`config.mk`:
```
export PLATFORM = sky130hd
export DESIGN_NAME = uart_fifo_pair
export DESIGN_NICKNAME = d
export VERILOG_FILES = /design/src/rtl/ufp_pkg.sv /design/src/rtl/ufp_fifo.sv /design/src/rtl/ufp_ctl.sv /design/src/rtl/ufp_sticky.sv /design/src/rtl/uart_fifo_pair.sv
export SDC_FILE = /design/constraint.sdc
export NUM_CORES = 1
export LEC_CHECK = 0
export BUFFER_PORTS_ARGS = -buffer_cell sky130_fd_sc_hd__buf_2
export CORE_ASPECT_RATIO = 1.4
export CORE_MARGIN = 2
export CORE_UTILIZATION = 40
export DETAILED_ROUTE_END_ITERATION = 10
export GPL_TIMING_DRIVEN = 0
export PLACE_DENSITY = 0.6
export SYNTH_ARGS = -nofsm -noshare
export SYNTH_HDL_FRONTEND = slang
export SYNTH_HIERARCHICAL = 1
export SYNTH_SLANG_ARGS = --single-unit
```
`constraint.sdc`:
```
create_clock -name clk -period 8.5 [get_ports clk]
set_input_delay 2.55 -clock clk [delete_from_list [all_inputs] [get_ports clk]]
set_output_delay 2.55 -clock clk [all_outputs]
set_load 0.005 [all_outputs]
```
`src/rtl/ufp_pkg.sv`:
```
package ufp_pkg;

  localparam int STAT_CNT_W = 6;

  // Receive trigger thresholds: ascending with code.
  function automatic logic [4:0] rx_level(input logic [1:0] code);
    case (code)
      2'd0:    return 5'd1;
      2'd1:    return 5'd4;
      2'd2:    return 5'd8;
      default: return 5'd16;
    endcase
  endfunction

  // Transmit trigger thresholds: descending with code.
  function automatic logic [4:0] tx_level(input logic [1:0] code);
    case (code)
      2'd0:    return 5'd16;
      2'd1:    return 5'd8;
      2'd2:    return 5'd4;
      default: return 5'd1;
    endcase
  endfunction

  typedef struct packed {
    logic       en;
    logic [1:0] rx_code;
    logic [1:0] tx_code;
  } ufp_cfg_t;

endpackage

```
`src/rtl/ufp_fifo.sv`:
```
module ufp_fifo #(
  parameter int DEPTH = 32,
  parameter int DW    = 8,
  localparam int AW   = $clog2(DEPTH),
  localparam int CW   = $clog2(DEPTH + 1)
) (
  input  logic          clk,
  input  logic          rst_n,
  input  logic          flush,
  input  logic          one_deep,
  input  logic          push_valid,
  input  logic [DW-1:0] push_data,
  output logic          push_ready,
  output logic          pop_valid,
  input  logic          pop_ready,
  output logic [DW-1:0] pop_data,
  output logic [CW-1:0] count
);

  logic [DW-1:0] mem [DEPTH];
  logic [AW-1:0] wr_ptr, rd_ptr;
  logic [CW-1:0] cap;
  logic          do_push, do_pop;

  assign cap        = one_deep ? CW'(1) : CW'(DEPTH);
  assign push_ready = (count < cap);
  assign pop_valid  = (count != '0);
  assign pop_data   = pop_valid ? mem[rd_ptr] : '0;
  assign do_push    = push_valid && push_ready && !flush;
  assign do_pop     = pop_ready && pop_valid && !flush;

  function automatic logic [AW-1:0] bump(input logic [AW-1:0] p);
    return (p == AW'(DEPTH - 1)) ? '0 : p + AW'(1);
  endfunction

  always_ff @(posedge clk) begin
    if (do_push) mem[wr_ptr] <= push_data;
  end

  always_ff @(posedge clk or negedge rst_n) begin
    if (!rst_n) begin
      wr_ptr <= '0;
      rd_ptr <= '0;
      count  <= '0;
    end else if (flush) begin
      wr_ptr <= '0;
      rd_ptr <= '0;
      count  <= '0;
    end else begin
      if (do_push) wr_ptr <= bump(wr_ptr);
      if (do_pop)  rd_ptr <= bump(rd_ptr);
      case ({do_push, do_pop})
        2'b10:   count <= count + CW'(1);
        2'b01:   count <= count - CW'(1);
        default: count <= count;
      endcase
    end
  end

endmodule

```
`src/rtl/ufp_ctl.sv`:
```
module ufp_ctl
  import ufp_pkg::*;
(
  input  logic       clk,
  input  logic       rst_n,
  input  logic       ctl_wr,
  input  logic [7:0] ctl_wdata,
  output ufp_cfg_t   cfg,
  output logic       rx_flush,
  output logic       tx_flush,
  output logic [7:0] ctl_rdata
);

  always_ff @(posedge clk or negedge rst_n) begin
    if (!rst_n) begin
      cfg <= '0;
    end else if (ctl_wr) begin
      cfg.en      <= ctl_wdata[0];
      cfg.tx_code <= ctl_wdata[5:4];
      cfg.rx_code <= ctl_wdata[7:6];
    end
  end

  // Flush bits act as one-cycle pulses and are never stored.
  assign rx_flush  = ctl_wr && ctl_wdata[1];
  assign tx_flush  = ctl_wr && ctl_wdata[2];
  assign ctl_rdata = {cfg.rx_code, cfg.tx_code, 3'b000, cfg.en};

endmodule

```
`src/rtl/ufp_sticky.sv`:
```
module ufp_sticky (
  input  logic clk,
  input  logic rst_n,
  input  logic rd_clr,
  input  logic evt,
  output logic flag
);

  always_ff @(posedge clk or negedge rst_n) begin
    if (!rst_n)      flag <= 1'b0;
    else if (evt)    flag <= 1'b1;
    else if (rd_clr) flag <= 1'b0;
  end

endmodule

```
`src/rtl/uart_fifo_pair.sv`:
```
module uart_fifo_pair
  import ufp_pkg::*;
#(
  parameter int DEPTH = 32,
  parameter int DW    = 8
) (
  input  logic          clk,
  input  logic          rst_n,
  input  logic          ctl_wr,
  input  logic [7:0]    ctl_wdata,
  output logic [7:0]    ctl_rdata,
  input  logic          tx_wr_valid,
  output logic          tx_wr_ready,
  input  logic [DW-1:0] tx_wr_data,
  output logic          tx_out_valid,
  input  logic          tx_out_ready,
  output logic [DW-1:0] tx_out_data,
  input  logic          tx_shift_busy,
  input  logic          rx_in_valid,
  output logic          rx_in_ready,
  input  logic [DW-1:0] rx_in_data,
  output logic          rx_rd_valid,
  input  logic          rx_rd_ready,
  output logic [DW-1:0] rx_rd_data,
  input  logic          rx_shift_busy,
  input  logic          stat_rd,
  output logic [31:0]   stat_word,
  output logic [9:0]    line_stat,
  output logic          rx_trig_hit,
  output logic          tx_trig_hit
);

  localparam int CW = $clog2(DEPTH + 1);

  ufp_cfg_t      cfg;
  logic          rx_flush, tx_flush;
  logic [CW-1:0] tx_cnt, rx_cnt;
  logic          ovr_flag, und_flag;
  logic          tx_idle, rx_idle, tx_all_empty;
  logic [STAT_CNT_W-1:0] tx_cnt_f, rx_cnt_f;

  ufp_ctl u_ctl (
    .clk       (clk),
    .rst_n     (rst_n),
    .ctl_wr    (ctl_wr),
    .ctl_wdata (ctl_wdata),
    .cfg       (cfg),
    .rx_flush  (rx_flush),
    .tx_flush  (tx_flush),
    .ctl_rdata (ctl_rdata)
  );

  ufp_fifo #(.DEPTH(DEPTH), .DW(DW)) u_txq (
    .clk        (clk),
    .rst_n      (rst_n),
    .flush      (tx_flush),
    .one_deep   (!cfg.en),
    .push_valid (tx_wr_valid),
    .push_data  (tx_wr_data),
    .push_ready (tx_wr_ready),
    .pop_valid  (tx_out_valid),
    .pop_ready  (tx_out_ready),
    .pop_data   (tx_out_data),
    .count      (tx_cnt)
  );

  ufp_fifo #(.DEPTH(DEPTH), .DW(DW)) u_rxq (
    .clk        (clk),
    .rst_n      (rst_n),
    .flush      (rx_flush),
    .one_deep   (!cfg.en),
    .push_valid (rx_in_valid),
    .push_data  (rx_in_data),
    .push_ready (rx_in_ready),
    .pop_valid  (rx_rd_valid),
    .pop_ready  (rx_rd_ready),
    .pop_data   (rx_rd_data),
    .count      (rx_cnt)
  );

  ufp_sticky u_ovr (
    .clk    (clk),
    .rst_n  (rst_n),
    .rd_clr (stat_rd),
    .evt    (tx_wr_valid && !tx_wr_ready),
    .flag   (ovr_flag)
  );

  ufp_sticky u_und (
    .clk    (clk),
    .rst_n  (rst_n),
    .rd_clr (stat_rd),
    .evt    (rx_rd_ready && !rx_rd_valid),
    .flag   (und_flag)
  );

  assign tx_cnt_f     = STAT_CNT_W'(tx_cnt);
  assign rx_cnt_f     = STAT_CNT_W'(rx_cnt);
  assign tx_all_empty = !tx_out_valid && !tx_shift_busy;
  assign tx_idle      = tx_all_empty;
  assign rx_idle      = !rx_rd_valid && !rx_shift_busy;

  assign stat_word = {2'b00, tx_cnt_f, 2'b00, rx_cnt_f, 12'h000,
                      ovr_flag, und_flag, rx_idle, tx_idle};

  assign line_stat = {!rx_rd_valid, !tx_wr_ready, 1'b0, tx_all_empty,
                      tx_wr_ready, 4'b0000, rx_rd_valid};

  assign rx_trig_hit = (rx_cnt > CW'(rx_level(cfg.rx_code)));
  assign tx_trig_hit = (tx_cnt > CW'(tx_level(cfg.tx_code)));

endmodule

```
Word level (Yosys, flattened, before mapping)
Memories as Yosys holds them, arrays and structs flattened.
Cells that the tools add are included.
{ "op_classes": {"n_mux": 28, "n_addsub": 8, "n_reduce_logical": 33, "mul": 0, "n_div": 0, "magnitude_cmp": 4, "bitwise_logic": 0, "n_shift": 0, "n_eq_ne": 12} }
{ "ops": {"columns": ["op", "count"], "rows": [
  ["2-to-1 mux 5 bit", 12],
  ["one-hot mux 5 bit (3 select lines)", 2],
  ["one-hot mux 6 bit (2 select lines)", 2],
  ["adder 5 x 1 -> 5 bit, second input constant", 4],
  ["== test 5 bit, second input constant", 4],
  ["2-to-1 mux 6 bit", 3],
  ["2-to-1 mux 8 bit", 2],
  ["logical AND 1 bit", 14],
  ["adder 6 x 1 -> 6 bit, second input constant", 2],
  ["greater-than comparator 6 x 5 -> 1 bit", 2],
  ["less-than comparator 6 bit", 2],
  ["nonzero test 2 bit", 6],
  ["nonzero test 6 bit", 2],
  ["subtractor 6 x 1 -> 6 bit, second input constant", 2],
  ["== test 2 x 1 -> 1 bit, second input constant", 4],
  ["== test 2 bit, second input constant", 4],
  ["zero test 1 bit", 7],
  ["2-to-1 mux 1 bit", 7],
  ["nonzero test 3 bit", 2],
  ["zero test 2 bit", 2]
]} }
{ "word_totals": {"ramBits": 512, "latch_bits": 0, "n_memories": 2, "regBits": 39, "elab_cells": 98, "mem_bits_ro": 0} }
{ "mem_list": {"columns": ["name", "depth", "width", "rd", "rd_clocked_by_memory_dff", "wr", "line", "source"], "rows": [
  ["u_rxq.mem", 32, 8, 1, 0, 1, "ufp_fifo.sv:20", "logic [DW-1:0] mem [DEPTH];"],
  ["u_txq.mem", 32, 8, 1, 0, 1, "ufp_fifo.sv:20", null]
]} }

Logic depth before layout (Yosys ltp)
Gate-level depths: netlist (run 1).
{ "depth": {"ltp_word": 7, "ltp_mapped": 14} }

Cells and area by module
Netlist (run 1), hierarchy kept.
{ "modules_own_cells": {"columns": ["mod", "cells_each", "seq_area_each_um2", "area_per_inst_um2", "instances"], "rows": [
  ["ufp_fifo (u_rxq)", 550, 8087.8, 11083.1, 1],
  ["ufp_fifo (u_txq)", 544, 8087.8, 11065.6, 1],
  ["uart_fifo_pair", 68, 0.0, 500.5, 1],
  ["ufp_ctl", 22, 125.1, 290.3, 1],
  ["ufp_sticky", 3, 25.0, 36.3, 2]
]} }

Worst setup path before layout (run 1)
OpenSTA, ideal clock, no wires.
{ "synth_path": {"path_type": "input port to output port", "startpoint": "input tx_shift_busy", "endpoint": "output line_stat[6]", "arrival_time_ns": 2.780, "n_path_buf": 1, "path_stages": 2, "setup_slack_ns": 3.170, "required_ns": 5.950, "cell_sequence": "nor2_1 buf_4"} }
{ "synth_between": {"elab_chain_cells": 2} }
{ "synth_rtl": {"columns": ["item", "line", "source"], "rows": [
  ["start: declaration", "uart_fifo_pair.sv:18", "input logic tx_shift_busy,"],
  ["zero test 1 bit", "uart_fifo_pair.sv:99", "assign tx_all_empty = !tx_out_valid && !tx_shift_busy;"],
  ["logical AND 1 bit", "uart_fifo_pair.sv:99", null],
  ["end: declaration", "uart_fifo_pair.sv:28", "output logic [9:0] line_stat,"]
]} }
No other way between the ends.

Final worst setup path (run 1)
{ "layout_path": {"startpoint": "register u_rxq.rd_ptr[1]", "endpoint": "output rx_rd_data[5]"} }
{ "layout_between": {"elab_chain_cells": 2} }
{ "layout_rtl": {"columns": ["item", "line", "source"], "rows": [
  ["start: declaration", "ufp_fifo.sv:21", "logic [AW-1:0] wr_ptr, rd_ptr;"],
  ["start signal: assignment", "ufp_fifo.sv:51", "if (do_pop) rd_ptr <= bump(rd_ptr);"],
  ["memory (32 x 8 bit)", null, null],
  ["2-to-1 mux 8 bit", "ufp_fifo.sv:28", "assign pop_data = pop_valid ? mem[rd_ptr] : '0;"],
  ["end: declaration", "uart_fifo_pair.sv:24", "output logic [DW-1:0] rx_rd_data,"]
]} }
No other way between the ends.

==> flow_summary.html, run 1 <==
<table>
<tr><th>Metric</th><th>Value</th></tr>
<tr><th colspan="2">Drt</th></tr>
<tr><td>Number of DRC markers after the initial detailed-route iteration</td><td>673</td></tr>
<tr><td>Vias per inst</td><td>approximately 5.4</td></tr>
<tr><td>Mean routed wirelength per cell</td><td>24.1 um</td></tr>
<tr><td>Vias after detailed routing</td><td>11594</td></tr>
<tr><td>Final Routed Wirelength</td><td>51.4 mm</td></tr>
<tr><td>Number of DRC violations after detailed routing</td><td>0</td></tr>
<tr><td>Remaining number of nets flagged by the antenna check after routing</td><td>0</td></tr>
<tr><td>Iteration count of the initial detailed-routing pass</td><td>4</td></tr>
<tr><th colspan="2">Worst setup path</th></tr>
<tr><td>First element of the critical path</td><td>u_rxq/rd_ptr[1]$_DFFE_PN0P_</td></tr>
<tr><td>Endpoint kind of the worst setup timing path</td><td>output pin</td></tr>
<tr><td>Timing endpoint of the critical path</td><td>rx_rd_data[5]</td></tr>
<tr><td>Crit Reg-Reg Endpoint</td><td>u_txq/mem[20][6]$_DFFE_PP_</td></tr>
<tr><td>Path depth of the worst reg2reg path</td><td>7</td></tr>
<tr><td>Delay of the slowest cell on the worst path</td><td>~660 ps</td></tr>
<tr><td>Maximum fanout encountered on the critical timing path</td><td>10</td></tr>
<tr><td>Startpoint of the lowest-slack register-to-register path</td><td>u_txq/count[5]$_DFFE_PN0P_</td></tr>
<tr><td>Worst-path cell chain</td><td>buf_1, clkbuf_1, mux4_2, mux4_2, mux2i_1, nor2_1, buf_2</td></tr>
<tr><td>Data required time of the worst path</td><td>5950 ps</td></tr>
<tr><td>Arrival time of data at the critical path endpoint</td><td>slightly below 4000 ps</td></tr>
<tr><td>Worst setup slack for register-to-register paths</td><td>between 4000 and 5000 ps</td></tr>
<tr><td>Most common cell on crit path</td><td>sky130_fd_sc_hd__mux4_2</td></tr>
<tr><td>Slowest-stage cell, CP</td><td>sky130_fd_sc_hd__clkbuf_1</td></tr>
<tr><td>Type of origin of the critical path</td><td>flip-flop</td></tr>
<tr><td>Crit path kind</td><td>flip-flop to output pin</td></tr>
<tr><th colspan="2">Synth</th></tr>
<tr><td>Number of unique standard cell types used by synthesis</td><td>65</td></tr>
<tr><td>Synth area leader</td><td>sky130_fd_sc_hd__edfxtp_1</td></tr>
<tr><td>Share of synthesized flip-flops with an asynchronous set or reset</td><td>0.0708</td></tr>
<tr><td>Synth top area cells</td><td>sky130_fd_sc_hd__edfxtp_1, sky130_fd_sc_hd__mux4_2, sky130_fd_sc_hd__dfrtp_1</td></tr>
<tr><td>Top post-synthesis cells by count</td><td>sky130_fd_sc_hd__edfxtp_1, sky130_fd_sc_hd__mux4_2, sky130_fd_sc_hd__nor2_1, sky130_fd_sc_hd__dfrtp_1, sky130_fd_sc_hd__buf_4</td></tr>
<tr><td>Cells after synthesis</td><td>between 1000 and 1500</td></tr>
<tr><td>Sequential cell area fraction in the yosys report</td><td>0.711</td></tr>
<tr><td>Flip-flop and latch count after synthesis</td><td>551</td></tr>
<tr><td>Most common cell in the synthesized netlist</td><td>sky130_fd_sc_hd__edfxtp_1</td></tr>
<tr><td>Mean Syn Cell Area</td><td>between 15 and 20 um^2</td></tr>
<tr><td>Prevailing post-synth register cell</td><td>sky130_fd_sc_hd__edfxtp_1</td></tr>
<tr><td>Number of enable-type register cells in the synthesized netlist</td><td>512</td></tr>
<tr><td>Number of warnings reported in the yosys synthesis log</td><td>6</td></tr>
<tr><td>Top-area cell type share of the netlist area</td><td>0.668</td></tr>
<tr><td>Area of the mapped netlist</td><td>~23000 um^2</td></tr>
<tr><th colspan="2">Clock tree</th></tr>
<tr><td>TritonCTS buffer count</td><td>54</td></tr>
<tr><td>Root buffer cell</td><td>sky130_fd_sc_hd__clkbuf_16</td></tr>
<tr><td>Count of clock tree sinks</td><td>551</td></tr>
<tr><td>Post-CTS Resized</td><td>0</td></tr>
<tr><td>Number of buffers inserted to repair setup after CTS</td><td>0</td></tr>
<tr><td>Number of H-tree levels</td><td>2</td></tr>
<tr><td>TritonCTS clock tree</td><td>done</td></tr>
<tr><td>Clock tree buffer depth</td><td>3</td></tr>
<tr><td>Cts-stage hold buffer count</td><td>0</td></tr>
<tr><td>CTS clk-pin slew, worst paths</td><td>roughly 60 ps</td></tr>
<tr><td>Clk Latency, worst-skew pair</td><td>610 ps</td></tr>
<tr><th colspan="2">STA</th></tr>
<tr><td>Fmax achieved</td><td>about 0.15 GHz</td></tr>
<tr><td>Count of pins over their slew limit</td><td>0</td></tr>
<tr><td>Relative slew margins</td><td>0.371</td></tr>
<tr><td>Maximum clock skew at final layout</td><td>23.3 ps</td></tr>
<tr><td>Post-route worst setup slack</td><td>about 2000 ps</td></tr>
<tr><td>Worst-case hold slack</td><td>477 ps</td></tr>
<tr><td>Clock period minus worst slack</td><td>~6500 ps</td></tr>
<tr><td>Final sum of negative setup slack</td><td>0 ps</td></tr>
<tr><td>Setup repair after global routing missed its margin</td><td>false</td></tr>
<tr><td>Final-report hold violation count</td><td>0</td></tr>
<tr><td>Worst slew pin tran</td><td>approximately 940 ps</td></tr>
<tr><td>Total setup violations reported at the end of the flow</td><td>0</td></tr>
<tr><td>Share of the clock period used by the worst path</td><td>0.759</td></tr>
<tr><th colspan="2">Cells and area</th></tr>
<tr><td>Final standard cell area without fillers</td><td>between 20000 and 30000 um^2</td></tr>
<tr><td>Final Net Count</td><td>approximately 1400</td></tr>
<tr><td>P&amp;R area growth vs syn</td><td>13.6%</td></tr>
<tr><td>Fill cells</td><td>4902</td></tr>
<tr><td>Share of cells above drive strength 1</td><td>0.289</td></tr>
<tr><td>Number of antenna repair diodes</td><td>0</td></tr>
<tr><th colspan="2">Flow run</th></tr>
<tr><td>Total of max-cap violations</td><td>0</td></tr>
<tr><th colspan="2">Placement</th></tr>
<tr><td>Half-perimeter wire length after placement</td><td>34.3 mm</td></tr>
<tr><td>Placement Cell Area</td><td>~24000 um^2</td></tr>
<tr><td>Weighted congestion at the end of routability-driven global placement</td><td>approximately 0.77</td></tr>
<tr><td>Port Buffer Count</td><td>a little under 80</td></tr>
<tr><td>Worst-case setup slack after placement</td><td>2630 ps</td></tr>
<tr><th colspan="2">Die</th></tr>
<tr><td>Die outline width</td><td>207 um</td></tr>
<tr><td>Starting density of the core</td><td>0.402</td></tr>
<tr><td>Site row count</td><td>104</td></tr>
<tr><td>Die boundary height</td><td>around 290 um</td></tr>
<tr><td>Count of pins on the block boundary</td><td>~110</td></tr>
<tr><td>Area enclosed by the die boundary</td><td>59500 um^2</td></tr>
<tr><td>Core Region</td><td>approximately 57000 um^2</td></tr>
<tr><th colspan="2">Global route</th></tr>
<tr><td>Pin count of the biggest net entering global routing</td><td>40</td></tr>
<tr><td>First-pass GRT wire length</td><td>between 70 and 80 mm</td></tr>
<tr><td>Congestion Overflow GR</td><td>0</td></tr>
<tr><td>Initial antenna violation count</td><td>0</td></tr>
<tr><td>Number of global-route vias before repair</td><td>11891</td></tr>
<tr><td>Global-route usage over all layers</td><td>0.175</td></tr>
<tr><th colspan="2">Pwr</th></tr>
<tr><td>Sequential Power Share</td><td>0.420</td></tr>
<tr><td>Static leakage</td><td>approximately 8.6 nW</td></tr>
<tr><td>PD cells</td><td>287 nW/um^2</td></tr>
<tr><td>Fraction of power spent switching nets</td><td>0.290</td></tr>
<tr><td>Part of the total power dissipated in the clock network</td><td>0.309</td></tr>
<tr><td>Sw power</td><td>between 0.002 and 0.0025 W</td></tr>
<tr><td>Maximum vdd ir drop</td><td>192 uV</td></tr>
<tr><td>Gate power share</td><td>0.271</td></tr>
<tr><td>Cell internal pwr</td><td>around 0.0053 W</td></tr>
<tr><th colspan="2">Outcome</th></tr>
<tr><td>Result of the run</td><td>finished clean</td></tr>
<tr><th colspan="2">Min path</th></tr>
<tr><td>Tightest Hold Check Type</td><td>flip-flop to flip-flop</td></tr>
</table>
## worst max-delay path: cells and delay by family (launching register included)
kind | cells | cell delay (ps)
multiplexers | 3 | 1190
buffers and inverters | 3 | 1480
AND/OR/NAND/NOR | 1 | 140
flip-flops | 1 | 490
## cells by family (layout without fill, tap and decap cells)
logic type,after synthesis,count (layout),share of synthesized area
buffers and inverters,112,291,0.0268
adder cells (fa/ha/maj),30,30,0.0163
other,2,24,0.000326
AND/OR/NAND/NOR,225,225,0.0486
flip-flops,551,551,0.711
AO/OA/AOI/OAI,78,78,0.0257
XOR/XNOR,11,11,0.00484
multiplexers,181,181,0.167
## metal layers
layer / GRT usage / routed length, um / up-vias
met5: 0 / 0 / -
met4: 0.0853 / 2520 / 0
met3: 0.0234 / 2020 / 115
met2: 0.323 / 28600 / 313
met1: 0.198 / 18200 / 6077
li1: - / - / 5089
## final cells by class
type                    instances  area (um^2)  area share
clock buffers                  67         1420      0.0543
repair buffers                 79          395      0.0151
inverters                      15         56.3     0.00215
multi-input cells             549         6130       0.235
plain buffers                  97          559      0.0214
flip-flops and latches        551        16400       0.625
clock inverters                33          300      0.0115
well taps                     742          928      0.0355
## power groups by stage
stage                     combinational, W  clock, W  sequential [W]
final                              0.00203   0.00232         0.00316
after global routing               0.00219   0.00248         0.00317
after CTS                          0.00207   0.00237         0.00316
after detailed placement           0.00207         0         0.00321
after global placement             0.00205         0         0.00321
after floorplan                    0.00138         0         0.00318
## state kept, by name, summed over array words and instances, names as in the netlist
name and flops:
u_rxq/wr_ptr 5, u_txq/count 6, u_txq/wr_ptr 5, u_ctl/cfg 5, u_rxq/rd_ptr 5, u_rxq/count 6
u_rxq/mem 256, u_und/flag 1, u_ovr/flag 1, u_txq/rd_ptr 5, u_txq/mem 256
## worst min path at each step
stage	cells past startpoint	slack, ps	from	endpoint
after floorplan	1	450	u_ovr/flag$_DFFE_PN0P_	u_ovr/flag$_DFFE_PN0P_
after global placement	1	470	u_und/flag$_DFFE_PN0P_	u_und/flag$_DFFE_PN0P_
after detailed placement	1	470	u_ovr/flag$_DFFE_PN0P_	u_ovr/flag$_DFFE_PN0P_
after CTS	1	480	u_ovr/flag$_DFFE_PN0P_	u_ovr/flag$_DFFE_PN0P_
after global routing	1	500	u_und/flag$_DFFE_PN0P_	u_und/flag$_DFFE_PN0P_
final	1	480	u_und/flag$_DFFE_PN0P_	u_und/flag$_DFFE_PN0P_
## through the flow
| step | power [W] | util | instances |
|---|---|---|---|
| final | 0.00751 | 0.457 | 2133 |
| after global routing | 0.00784 | 0.457 | 2133 |
| after CTS | 0.00760 | 0.457 | 2133 |
| after detailed placement | 0.00528 | 0.427 | 2033 |
| after global placement | 0.00525 | 0.426 | 2033 |
| after floorplan | 0.00456 | - | 1212 |
## layout by cell type, fill, tap and decap left out, types with 24 or more instances in the layout
master                      count
sky130_fd_sc_hd__buf_2         88
sky130_fd_sc_hd__buf_4         37
sky130_fd_sc_hd__clkbuf_1      47
sky130_fd_sc_hd__clkbuf_16     54
sky130_fd_sc_hd__conb_1        24
sky130_fd_sc_hd__dfrtp_1       39
sky130_fd_sc_hd__edfxtp_1     512
sky130_fd_sc_hd__ha_1          30
sky130_fd_sc_hd__mux4_2       160
sky130_fd_sc_hd__nand2_1       27
sky130_fd_sc_hd__nor2_1       108
No activity file was read; power rests on OpenSTA's default activity.
==> run 2: changes to the inputs <==
--- a/config.mk
+++ b/config.mk
@@ -11,7 +11,7 @@
 export CORE_UTILIZATION = 40
 export DETAILED_ROUTE_END_ITERATION = 10
 export GPL_TIMING_DRIVEN = 0
-export PLACE_DENSITY = 0.6
+export PLACE_DENSITY = 0.62
 export SYNTH_ARGS = -nofsm -noshare
 export SYNTH_HDL_FRONTEND = slang
 export SYNTH_HIERARCHICAL = 1
==> constraint.sdc (replaced) <==
create_clock -name clk -period 5.8 [get_ports clk]
set_input_delay 1.74 -clock clk [delete_from_list [all_inputs] [get_ports clk]]
set_output_delay 1.74 -clock clk [all_outputs]
set_load 0.005 [all_outputs]
==> flow_summary.html, run 2 (synthesized netlist as in run 1, its figures left out) <==
<table>
<tr><th>Metric</th><th>Value</th></tr>
<tr><th colspan="2">Cells and area</th></tr>
<tr><td>Most common cell after layout, fill and taps aside</td><td>sky130_fd_sc_hd__edfxtp_1</td></tr>
<tr><td>Final Net Count</td><td>1413 (+0.14%)</td></tr>
<tr><td>Multi-input combinational cell area</td><td>6130 um^2 (about the same)</td></tr>
<tr><td>P&amp;R area growth vs syn</td><td>13.9%</td></tr>
<tr><td>Fill cells</td><td>4865 (-0.75%)</td></tr>
<tr><td>Number of antenna repair diodes</td><td>0 (unchanged)</td></tr>
<tr><td>Final instance count without filler cells</td><td>2137 (+0.19%)</td></tr>
<tr><td>Final standard cell area without fillers</td><td>26200 um^2 (+0.29%)</td></tr>
<tr><td>Share of cells above drive strength 1</td><td>0.290 (+0.000605)</td></tr>
<tr><td>Registers with the highest flip-flop counts</td><td>u_rxq/mem x256, u_txq/mem x256</td></tr>
<tr><td>Area used by sequential logic in the layout</td><td>16400 um^2 (unchanged)</td></tr>
<tr><td>Leading cell types in the layout, fill and taps excluded</td><td>sky130_fd_sc_hd__edfxtp_1, sky130_fd_sc_hd__mux4_2, sky130_fd_sc_hd__nor2_1</td></tr>
<tr><th colspan="2">Worst setup path</th></tr>
<tr><td>Worst-path cell chain</td><td>buf_1, clkbuf_1, mux4_2, mux4_2, mux2i_1, nor2_1, buf_2</td></tr>
<tr><td>Endpoint kind of the worst setup timing path</td><td>output pin</td></tr>
<tr><td>Crit Reg-Reg Endpoint</td><td>u_txq/mem[29][3]$_DFFE_PP_</td></tr>
<tr><td>Maximum fanout encountered on the critical timing path</td><td>10 (unchanged)</td></tr>
<tr><td>Type of origin of the critical path</td><td>flip-flop</td></tr>
<tr><td>First element of the critical path</td><td>u_rxq/rd_ptr[1]$_DFFE_PN0P_</td></tr>
<tr><td>Crit path kind</td><td>flip-flop to output pin</td></tr>
<tr><td>Worst setup slack for register-to-register paths</td><td>1990 ps (-2680 ps)</td></tr>
<tr><td>Path depth of the worst reg2reg path</td><td>7 (unchanged)</td></tr>
<tr><td>Most common cell on crit path</td><td>sky130_fd_sc_hd__mux4_2</td></tr>
<tr><td>Timing endpoint of the critical path</td><td>rx_rd_data[3]</td></tr>
<tr><td>Data required time of the worst path</td><td>4060 ps (-1890 ps)</td></tr>
<tr><td>Arrival time of data at the critical path endpoint</td><td>3830 ps (-70 ps)</td></tr>
<tr><td>Delay of the slowest cell on the worst path</td><td>650 ps (about the same)</td></tr>
<tr><td>Startpoint of the lowest-slack register-to-register path</td><td>u_txq/count[5]$_DFFE_PN0P_</td></tr>
<tr><td>Slowest-stage cell, CP</td><td>sky130_fd_sc_hd__buf_1</td></tr>
<tr><th colspan="2">STA</th></tr>
<tr><td>Total setup violations reported at the end of the flow</td><td>0 (unchanged)</td></tr>
<tr><td>Worst slew pin tran</td><td>954 ps (+11.4 ps)</td></tr>
<tr><td>Share of the clock period used by the worst path</td><td>0.961</td></tr>
<tr><td>Setup repair after global routing missed its margin</td><td>false</td></tr>
<tr><td>Count of pins over their slew limit</td><td>0 (unchanged)</td></tr>
<tr><td>Fmax achieved</td><td>approximately 0.18 GHz</td></tr>
<tr><td>Clock period minus worst slack</td><td>5570 ps</td></tr>
<tr><td>Final-report hold violation count</td><td>0 (unchanged)</td></tr>
<tr><td>Relative slew margins</td><td>0.361 (-0.00993)</td></tr>
<tr><td>Final sum of negative setup slack</td><td>0 ps (unchanged)</td></tr>
<tr><td>Maximum clock skew at final layout</td><td>22.7 ps (-0.571 ps)</td></tr>
<tr><td>Post-route worst setup slack</td><td>225 ps (-1820 ps)</td></tr>
<tr><th colspan="2">Global route</th></tr>
<tr><td>Global-route usage over all layers</td><td>0.176 (+0.00103)</td></tr>
<tr><td>Number of global-route vias before repair</td><td>12009 (+0.99%)</td></tr>
<tr><td>First-pass GRT wire length</td><td>76.1 mm (+0.94%)</td></tr>
<tr><td>Pin count of the biggest net entering global routing</td><td>40 (unchanged)</td></tr>
<tr><td>Initial antenna violation count</td><td>0 (unchanged)</td></tr>
<tr><td>Congestion Overflow GR</td><td>0 (unchanged)</td></tr>
<tr><th colspan="2">Drt</th></tr>
<tr><td>Number of DRC markers after the initial detailed-route iteration</td><td>737 (+9.5%)</td></tr>
<tr><td>Iteration count of the initial detailed-routing pass</td><td>5 (+1)</td></tr>
<tr><td>Vias after detailed routing</td><td>11535 (-0.51%)</td></tr>
<tr><td>Mean routed wirelength per cell</td><td>23.9 um (-0.60%)</td></tr>
<tr><td>Final Routed Wirelength</td><td>51.2 mm (-0.41%)</td></tr>
<tr><td>Vias per inst</td><td>5.40 (-0.70%)</td></tr>
<tr><td>Number of DRC violations after detailed routing</td><td>0 (unchanged)</td></tr>
<tr><td>Remaining number of nets flagged by the antenna check after routing</td><td>0 (unchanged)</td></tr>
<tr><th colspan="2">Pwr</th></tr>
<tr><td>PD cells</td><td>424 nW/um^2 (+48%)</td></tr>
<tr><td>Maximum vdd ir drop</td><td>290 uV (+51%)</td></tr>
<tr><td>Static leakage</td><td>8.64 nW (+0.54%)</td></tr>
<tr><th colspan="2">Clock tree</th></tr>
<tr><td>CTS clk-pin slew, worst paths</td><td>60 ps (about the same)</td></tr>
<tr><td>Count of clock tree sinks</td><td>551 (unchanged)</td></tr>
<tr><td>Post-CTS Resized</td><td>0 (unchanged)</td></tr>
<tr><td>Number of H-tree levels</td><td>2 (unchanged)</td></tr>
<tr><td>Clock tree buffer depth</td><td>3 (unchanged)</td></tr>
<tr><td>TritonCTS clock tree</td><td>done</td></tr>
<tr><td>Clk Latency, worst-skew pair</td><td>610 ps (about the same)</td></tr>
<tr><td>TritonCTS buffer count</td><td>55 (+1.9%)</td></tr>
<tr><td>Number of buffers inserted to repair setup after CTS</td><td>0 (unchanged)</td></tr>
<tr><td>Root buffer cell</td><td>sky130_fd_sc_hd__clkbuf_16</td></tr>
<tr><td>Cts-stage hold buffer count</td><td>0 (unchanged)</td></tr>
<tr><th colspan="2">Die</th></tr>
<tr><td>Starting density of the core</td><td>0.402 (unchanged)</td></tr>
<tr><td>Area enclosed by the die boundary</td><td>59500 um^2 (unchanged)</td></tr>
<tr><td>Die outline width</td><td>207 um (unchanged)</td></tr>
<tr><td>Core Region</td><td>57300 um^2 (unchanged)</td></tr>
<tr><td>Site row count</td><td>104 (unchanged)</td></tr>
<tr><td>Count of pins on the block boundary</td><td>106 (unchanged)</td></tr>
<tr><td>Die boundary height</td><td>288 um (unchanged)</td></tr>
<tr><th colspan="2">Placement</th></tr>
<tr><td>Half-perimeter wire length after placement</td><td>33.8 mm (-1.4%)</td></tr>
<tr><td>Placement Cell Area</td><td>24400 um^2 (about the same)</td></tr>
<tr><td>Port Buffer Count</td><td>79 (unchanged)</td></tr>
<tr><td>Placed cell count</td><td>2034 (+0.049%)</td></tr>
<tr><td>Worst-case setup slack after placement</td><td>784 ps (-1840 ps)</td></tr>
<tr><td>Weighted congestion at the end of routability-driven global placement</td><td>0.788 (+2.0%)</td></tr>
<tr><th colspan="2">Flow run</th></tr>
<tr><td>Total of max-cap violations</td><td>0 (unchanged)</td></tr>
<tr><th colspan="2">Outcome</th></tr>
<tr><td>Result of the run</td><td>finished clean</td></tr>
<tr><th colspan="2">Min path</th></tr>
<tr><td>Tightest Hold Check Type</td><td>flip-flop to flip-flop</td></tr>
</table>
-- run 2: power by group --
group,switching [W],internal [W]
registers,0.000147,0.00448
logic,0.00155,0.00141
clock network,0.00149,0.00204
total,0.00319,0.00792
-- run 2: worst min path at each step --
stage	startpoint	end	slack (ps)	cells after the start
2_1_floorplan	u_ovr/flag$_DFFE_PN0P_	u_ovr/flag$_DFFE_PN0P_	450	1
3_3_place_gp	u_ovr/flag$_DFFE_PN0P_	u_ovr/flag$_DFFE_PN0P_	470	1
3_5_place_dp	u_ovr/flag$_DFFE_PN0P_	u_ovr/flag$_DFFE_PN0P_	470	1
4_1_cts	u_ovr/flag$_DFFE_PN0P_	u_ovr/flag$_DFFE_PN0P_	480	1
5_1_grt	u_und/flag$_DFFE_PN0P_	u_und/flag$_DFFE_PN0P_	500	1
6_report	u_ovr/flag$_DFFE_PN0P_	u_ovr/flag$_DFFE_PN0P_	480	1
-- run 2: per-layer routing --
| metal | vias up | part of all wire | GRT usage |
|---|---|---|---|
| li1 | 5091 | - | - |
| met1 | 6065 | 0.37 | 0.203 |
| met2 | 289 | 0.56 | 0.329 |
| met3 | 90 | 0.039 | 0.0274 |
| met4 | 0 | 0.032 | 0.0606 |
| met5 | - | 0 | 0 |
-- run 2: area by class of cell --
cell class | instances | share of cell area
Buffer | 97 | 0.0213
Timing Repair Buffer | 80 | 0.0154
Clock inverter | 38 | 0.0136
Multi-Input combinational cell | 549 | 0.234
Sequential cell | 551 | 0.624
Clock buffer | 65 | 0.0547
Tap cell | 742 | 0.0354
Inverter | 15 | 0.00215
-- run 2: through the flow --
stage          total power, W  utilization  hold WS [ps]
6_report               0.0111        0.458           481
5_1_grt                0.0116        0.458           503
4_1_cts                0.0113        0.458           483
3_5_place_dp          0.00774        0.427           469
3_3_place_gp          0.00768        0.426           466
2_1_floorplan         0.00669            -           454
-- run 2: worst max-delay path, delay by kind of cell, from the launching register on --
kind                   cells  cell delay, ps
DFF                        1             510
and+or+nand+nor            1             130
muxes                      3            1150
buffers and inverters      3            1450
==> run 3: changes to the inputs <==
--- a/config.mk
+++ b/config.mk
@@ -8,10 +8,10 @@
 export BUFFER_PORTS_ARGS = -buffer_cell sky130_fd_sc_hd__buf_2
 export CORE_ASPECT_RATIO = 1.4
 export CORE_MARGIN = 2
-export CORE_UTILIZATION = 40
+export CORE_UTILIZATION = 50
 export DETAILED_ROUTE_END_ITERATION = 10
 export GPL_TIMING_DRIVEN = 0
-export PLACE_DENSITY = 0.62
+export PLACE_DENSITY = 0.74
 export SYNTH_ARGS = -nofsm -noshare
 export SYNTH_HDL_FRONTEND = slang
 export SYNTH_HIERARCHICAL = 1
==> flow_summary.html, run 3 (synthesized netlist as in run 1, its figures left out) <==
<table>
<tr><th>Metric</th><th>Value</th></tr>
<tr><th colspan="2">Placement</th></tr>
<tr><td>Weighted congestion at the end of routability-driven global placement</td><td>0.843 (+7.0%)</td></tr>
<tr><td>Half-perimeter wire length after placement</td><td>31.6 mm (-6.5%)</td></tr>
<tr><td>Placed cell count</td><td>1908 (-6.2%)</td></tr>
<tr><td>Port Buffer Count</td><td>79 (unchanged)</td></tr>
<tr><th colspan="2">Cells and area</th></tr>
<tr><td>Registers with the highest flip-flop counts</td><td>u_rxq/mem x256, u_txq/mem x256</td></tr>
<tr><td>Number of antenna repair diodes</td><td>0 (unchanged)</td></tr>
<tr><td>Most common cell after layout, fill and taps aside</td><td>sky130_fd_sc_hd__edfxtp_1</td></tr>
<tr><td>Leading cell types in the layout, fill and taps excluded</td><td>sky130_fd_sc_hd__edfxtp_1, sky130_fd_sc_hd__mux4_2, sky130_fd_sc_hd__nor2_1</td></tr>
<tr><td>P&amp;R area growth vs syn</td><td>12.3%</td></tr>
<tr><td>Share of cells above drive strength 1</td><td>0.284 (-0.00524)</td></tr>
<tr><td>Final Net Count</td><td>1407 (-0.42%)</td></tr>
<tr><td>Final instance count without filler cells</td><td>1999 (-6.5%)</td></tr>
<tr><th colspan="2">Worst setup path</th></tr>
<tr><td>Maximum fanout encountered on the critical timing path</td><td>10 (unchanged)</td></tr>
<tr><td>Data required time of the worst path</td><td>4060 ps (about the same)</td></tr>
<tr><td>Crit path kind</td><td>flip-flop to output pin</td></tr>
<tr><td>Type of origin of the critical path</td><td>flip-flop</td></tr>
<tr><td>Arrival time of data at the critical path endpoint</td><td>3680 ps (-150 ps)</td></tr>
<tr><td>Endpoint kind of the worst setup timing path</td><td>output pin</td></tr>
<tr><th colspan="2">Clock tree</th></tr>
<tr><td>TritonCTS clock tree</td><td>done</td></tr>
<tr><td>Number of H-tree levels</td><td>2 (unchanged)</td></tr>
<tr><td>Post-CTS Resized</td><td>0 (unchanged)</td></tr>
<tr><td>Count of clock tree sinks</td><td>551 (unchanged)</td></tr>
<tr><td>Cts-stage hold buffer count</td><td>0 (unchanged)</td></tr>
<tr><td>CTS clk-pin slew, worst paths</td><td>60 ps (about the same)</td></tr>
<tr><td>TritonCTS buffer count</td><td>50 (-9.1%)</td></tr>
<tr><td>Clk Latency, worst-skew pair</td><td>610 ps (about the same)</td></tr>
<tr><td>Clock tree buffer depth</td><td>3 (unchanged)</td></tr>
<tr><td>Root buffer cell</td><td>sky130_fd_sc_hd__clkbuf_16</td></tr>
<tr><td>Number of buffers inserted to repair setup after CTS</td><td>0 (unchanged)</td></tr>
<tr><th colspan="2">Die</th></tr>
<tr><td>Die outline width</td><td>185 um (-10%)</td></tr>
<tr><td>Starting density of the core</td><td>0.503 (+0.101)</td></tr>
<tr><td>Core Region</td><td>45700 um^2 (-20%)</td></tr>
<tr><td>Area enclosed by the die boundary</td><td>47800 um^2 (-20%)</td></tr>
<tr><td>Die boundary height</td><td>258 um (-10%)</td></tr>
<tr><td>Count of pins on the block boundary</td><td>106 (unchanged)</td></tr>
<tr><td>Site row count</td><td>93 (-11%)</td></tr>
<tr><th colspan="2">Outcome</th></tr>
<tr><td>Result of the run</td><td>finished clean</td></tr>
<tr><th colspan="2">STA</th></tr>
<tr><td>Worst-case hold slack</td><td>482 ps (+1.37 ps)</td></tr>
<tr><td>Final-report hold violation count</td><td>0 (unchanged)</td></tr>
<tr><td>Worst slew pin tran</td><td>1400 ps (+444 ps)</td></tr>
<tr><td>Count of pins over their slew limit</td><td>0 (unchanged)</td></tr>
<tr><td>Maximum clock skew at final layout</td><td>40.4 ps (+17.7 ps)</td></tr>
<tr><td>Share of the clock period used by the worst path</td><td>0.934 (-0.0275)</td></tr>
<tr><td>Total setup violations reported at the end of the flow</td><td>0 (unchanged)</td></tr>
<tr><td>Fmax achieved</td><td>0.185 GHz (+2.9%)</td></tr>
<tr><td>Clock period minus worst slack</td><td>5420 ps (-159 ps)</td></tr>
<tr><td>Relative slew margins</td><td>0.0603 (-0.301)</td></tr>
<tr><td>Setup repair after global routing missed its margin</td><td>false</td></tr>
<tr><td>Final sum of negative setup slack</td><td>0 ps (unchanged)</td></tr>
<tr><th colspan="2">Drt</th></tr>
<tr><td>Number of DRC markers after the initial detailed-route iteration</td><td>1054 (+43%)</td></tr>
<tr><td>Vias per inst</td><td>5.81 (+7.6%)</td></tr>
<tr><td>Vias after detailed routing</td><td>11609 (+0.64%)</td></tr>
<tr><td>Final Routed Wirelength</td><td>47.2 mm (-7.8%)</td></tr>
<tr><td>Remaining number of nets flagged by the antenna check after routing</td><td>0 (unchanged)</td></tr>
<tr><td>Mean routed wirelength per cell</td><td>23.6 um (-1.4%)</td></tr>
<tr><td>Number of DRC violations after detailed routing</td><td>0 (unchanged)</td></tr>
<tr><td>Iteration count of the initial detailed-routing pass</td><td>5 (unchanged)</td></tr>
<tr><th colspan="2">Global route</th></tr>
<tr><td>Initial antenna violation count</td><td>0 (unchanged)</td></tr>
<tr><td>Number of global-route vias before repair</td><td>11681 (-2.7%)</td></tr>
<tr><td>First-pass GRT wire length</td><td>71.4 mm (-6.2%)</td></tr>
<tr><td>Pin count of the biggest net entering global routing</td><td>40 (unchanged)</td></tr>
<tr><td>Global-route usage over all layers</td><td>0.202 (+0.0254)</td></tr>
<tr><td>Congestion Overflow GR</td><td>0 (unchanged)</td></tr>
<tr><th colspan="2">Pwr</th></tr>
<tr><td>Static leakage</td><td>8.54 nW (-1.2%)</td></tr>
<tr><td>PD cells</td><td>414 nW/um^2 (-2.2%)</td></tr>
<tr><td>Maximum vdd ir drop</td><td>318 uV (+9.7%)</td></tr>
<tr><td>Overall power of the completed layout</td><td>0.0107 W (-3.6%)</td></tr>
<tr><th colspan="2">Flow run</th></tr>
<tr><td>Total of max-cap violations</td><td>0 (unchanged)</td></tr>
<tr><th colspan="2">Min path</th></tr>
<tr><td>Tightest Hold Check Type</td><td>flip-flop to flip-flop</td></tr>
</table>
[run 3: cell types whose count changed in the layout (fill, tap and decap cells not counted), sizes merged]
cell,previous run,this run
inv,18,17
clkbuf,101,91
clkinv,26,29
bufinv,6,4
buf,141,140
clkinvlp,3,1
[run 3: metal layers]
layer,GRT usage,routed length [um],up-vias,part of all wire
met3,0.0288,2480,76,0.052
met4,0.0681,1340,0,0.028
met2,0.374,26200,400,0.55
li1,-,-,5078,-
met5,0,0,-,0
met1,0.239,17200,6055,0.36
[run 3: final cells by class]
cell class | instances | area [um^2]
sequential | 551 | 16400
tap | 617 | 772
inverter | 15 | 56.3
clock buffer | 55 | 1270
clock inverter | 36 | 320
fill | 3367 | 19900
multi-input combinational | 549 | 6130
buffer | 97 | 559
timing repair buffer | 79 | 395
[run 3: worst paths after layout]
kind / startpoint / end / slack, ps / depth (start not counted)
max: u_rxq/rd_ptr[1]$_DFFE_PN0P_ / rx_rd_data[6] / 380 / 7
min: u_und/flag$_DFFE_PN0P_ / u_und/flag$_DFFE_PN0P_ / 480 / 1
max reg2reg: u_ctl/cfg[4]$_DFFE_PN0P_ / u_txq/mem[8][1]$_DFFE_PP_ / 2080 / 8
min reg2reg: u_und/flag$_DFFE_PN0P_ / u_und/flag$_DFFE_PN0P_ / 480 / 1
max in group asynchronous: rst_n / u_ctl/cfg[1]$_DFFE_PN0P_ / 3920 / 1
min in group asynchronous: rst_n / u_txq/count[5]$_DFFE_PN0P_ / 1280 / 1
[run 3: worst max-delay path, cell delays in order, from the launching register on]
cell and delay (ps):
sky130_fd_sc_hd__dfrtp_1 440, sky130_fd_sc_hd__buf_1 580, sky130_fd_sc_hd__clkbuf_1 640, sky130_fd_sc_hd__mux4_2 450, sky130_fd_sc_hd__mux4_2 490, sky130_fd_sc_hd__mux2i_1 160, sky130_fd_sc_hd__nor2_1 80, sky130_fd_sc_hd__buf_2 210
[run 3: per-stage QoR]
| stage | cell area, um^2 | worst slack, ps | util |
|---|---|---|---|
| 3_5_place_dp | 24300 | 1020 | 0.531 |
| 5_1_grt | 25900 | 226 | 0.565 |
| 2_1_floorplan | 23100 | 1600 | - |
| 3_3_place_gp | 24300 | 1010 | 0.531 |
| 6_report | 25900 | 385 | 0.565 |
| 4_1_cts | 25900 | 341 | 0.565 |
[run 3: power by group]
group          internal, W  switching [W]
Combinational      0.00140        0.00151
Sequential         0.00448       0.000143
Clock              0.00177        0.00141
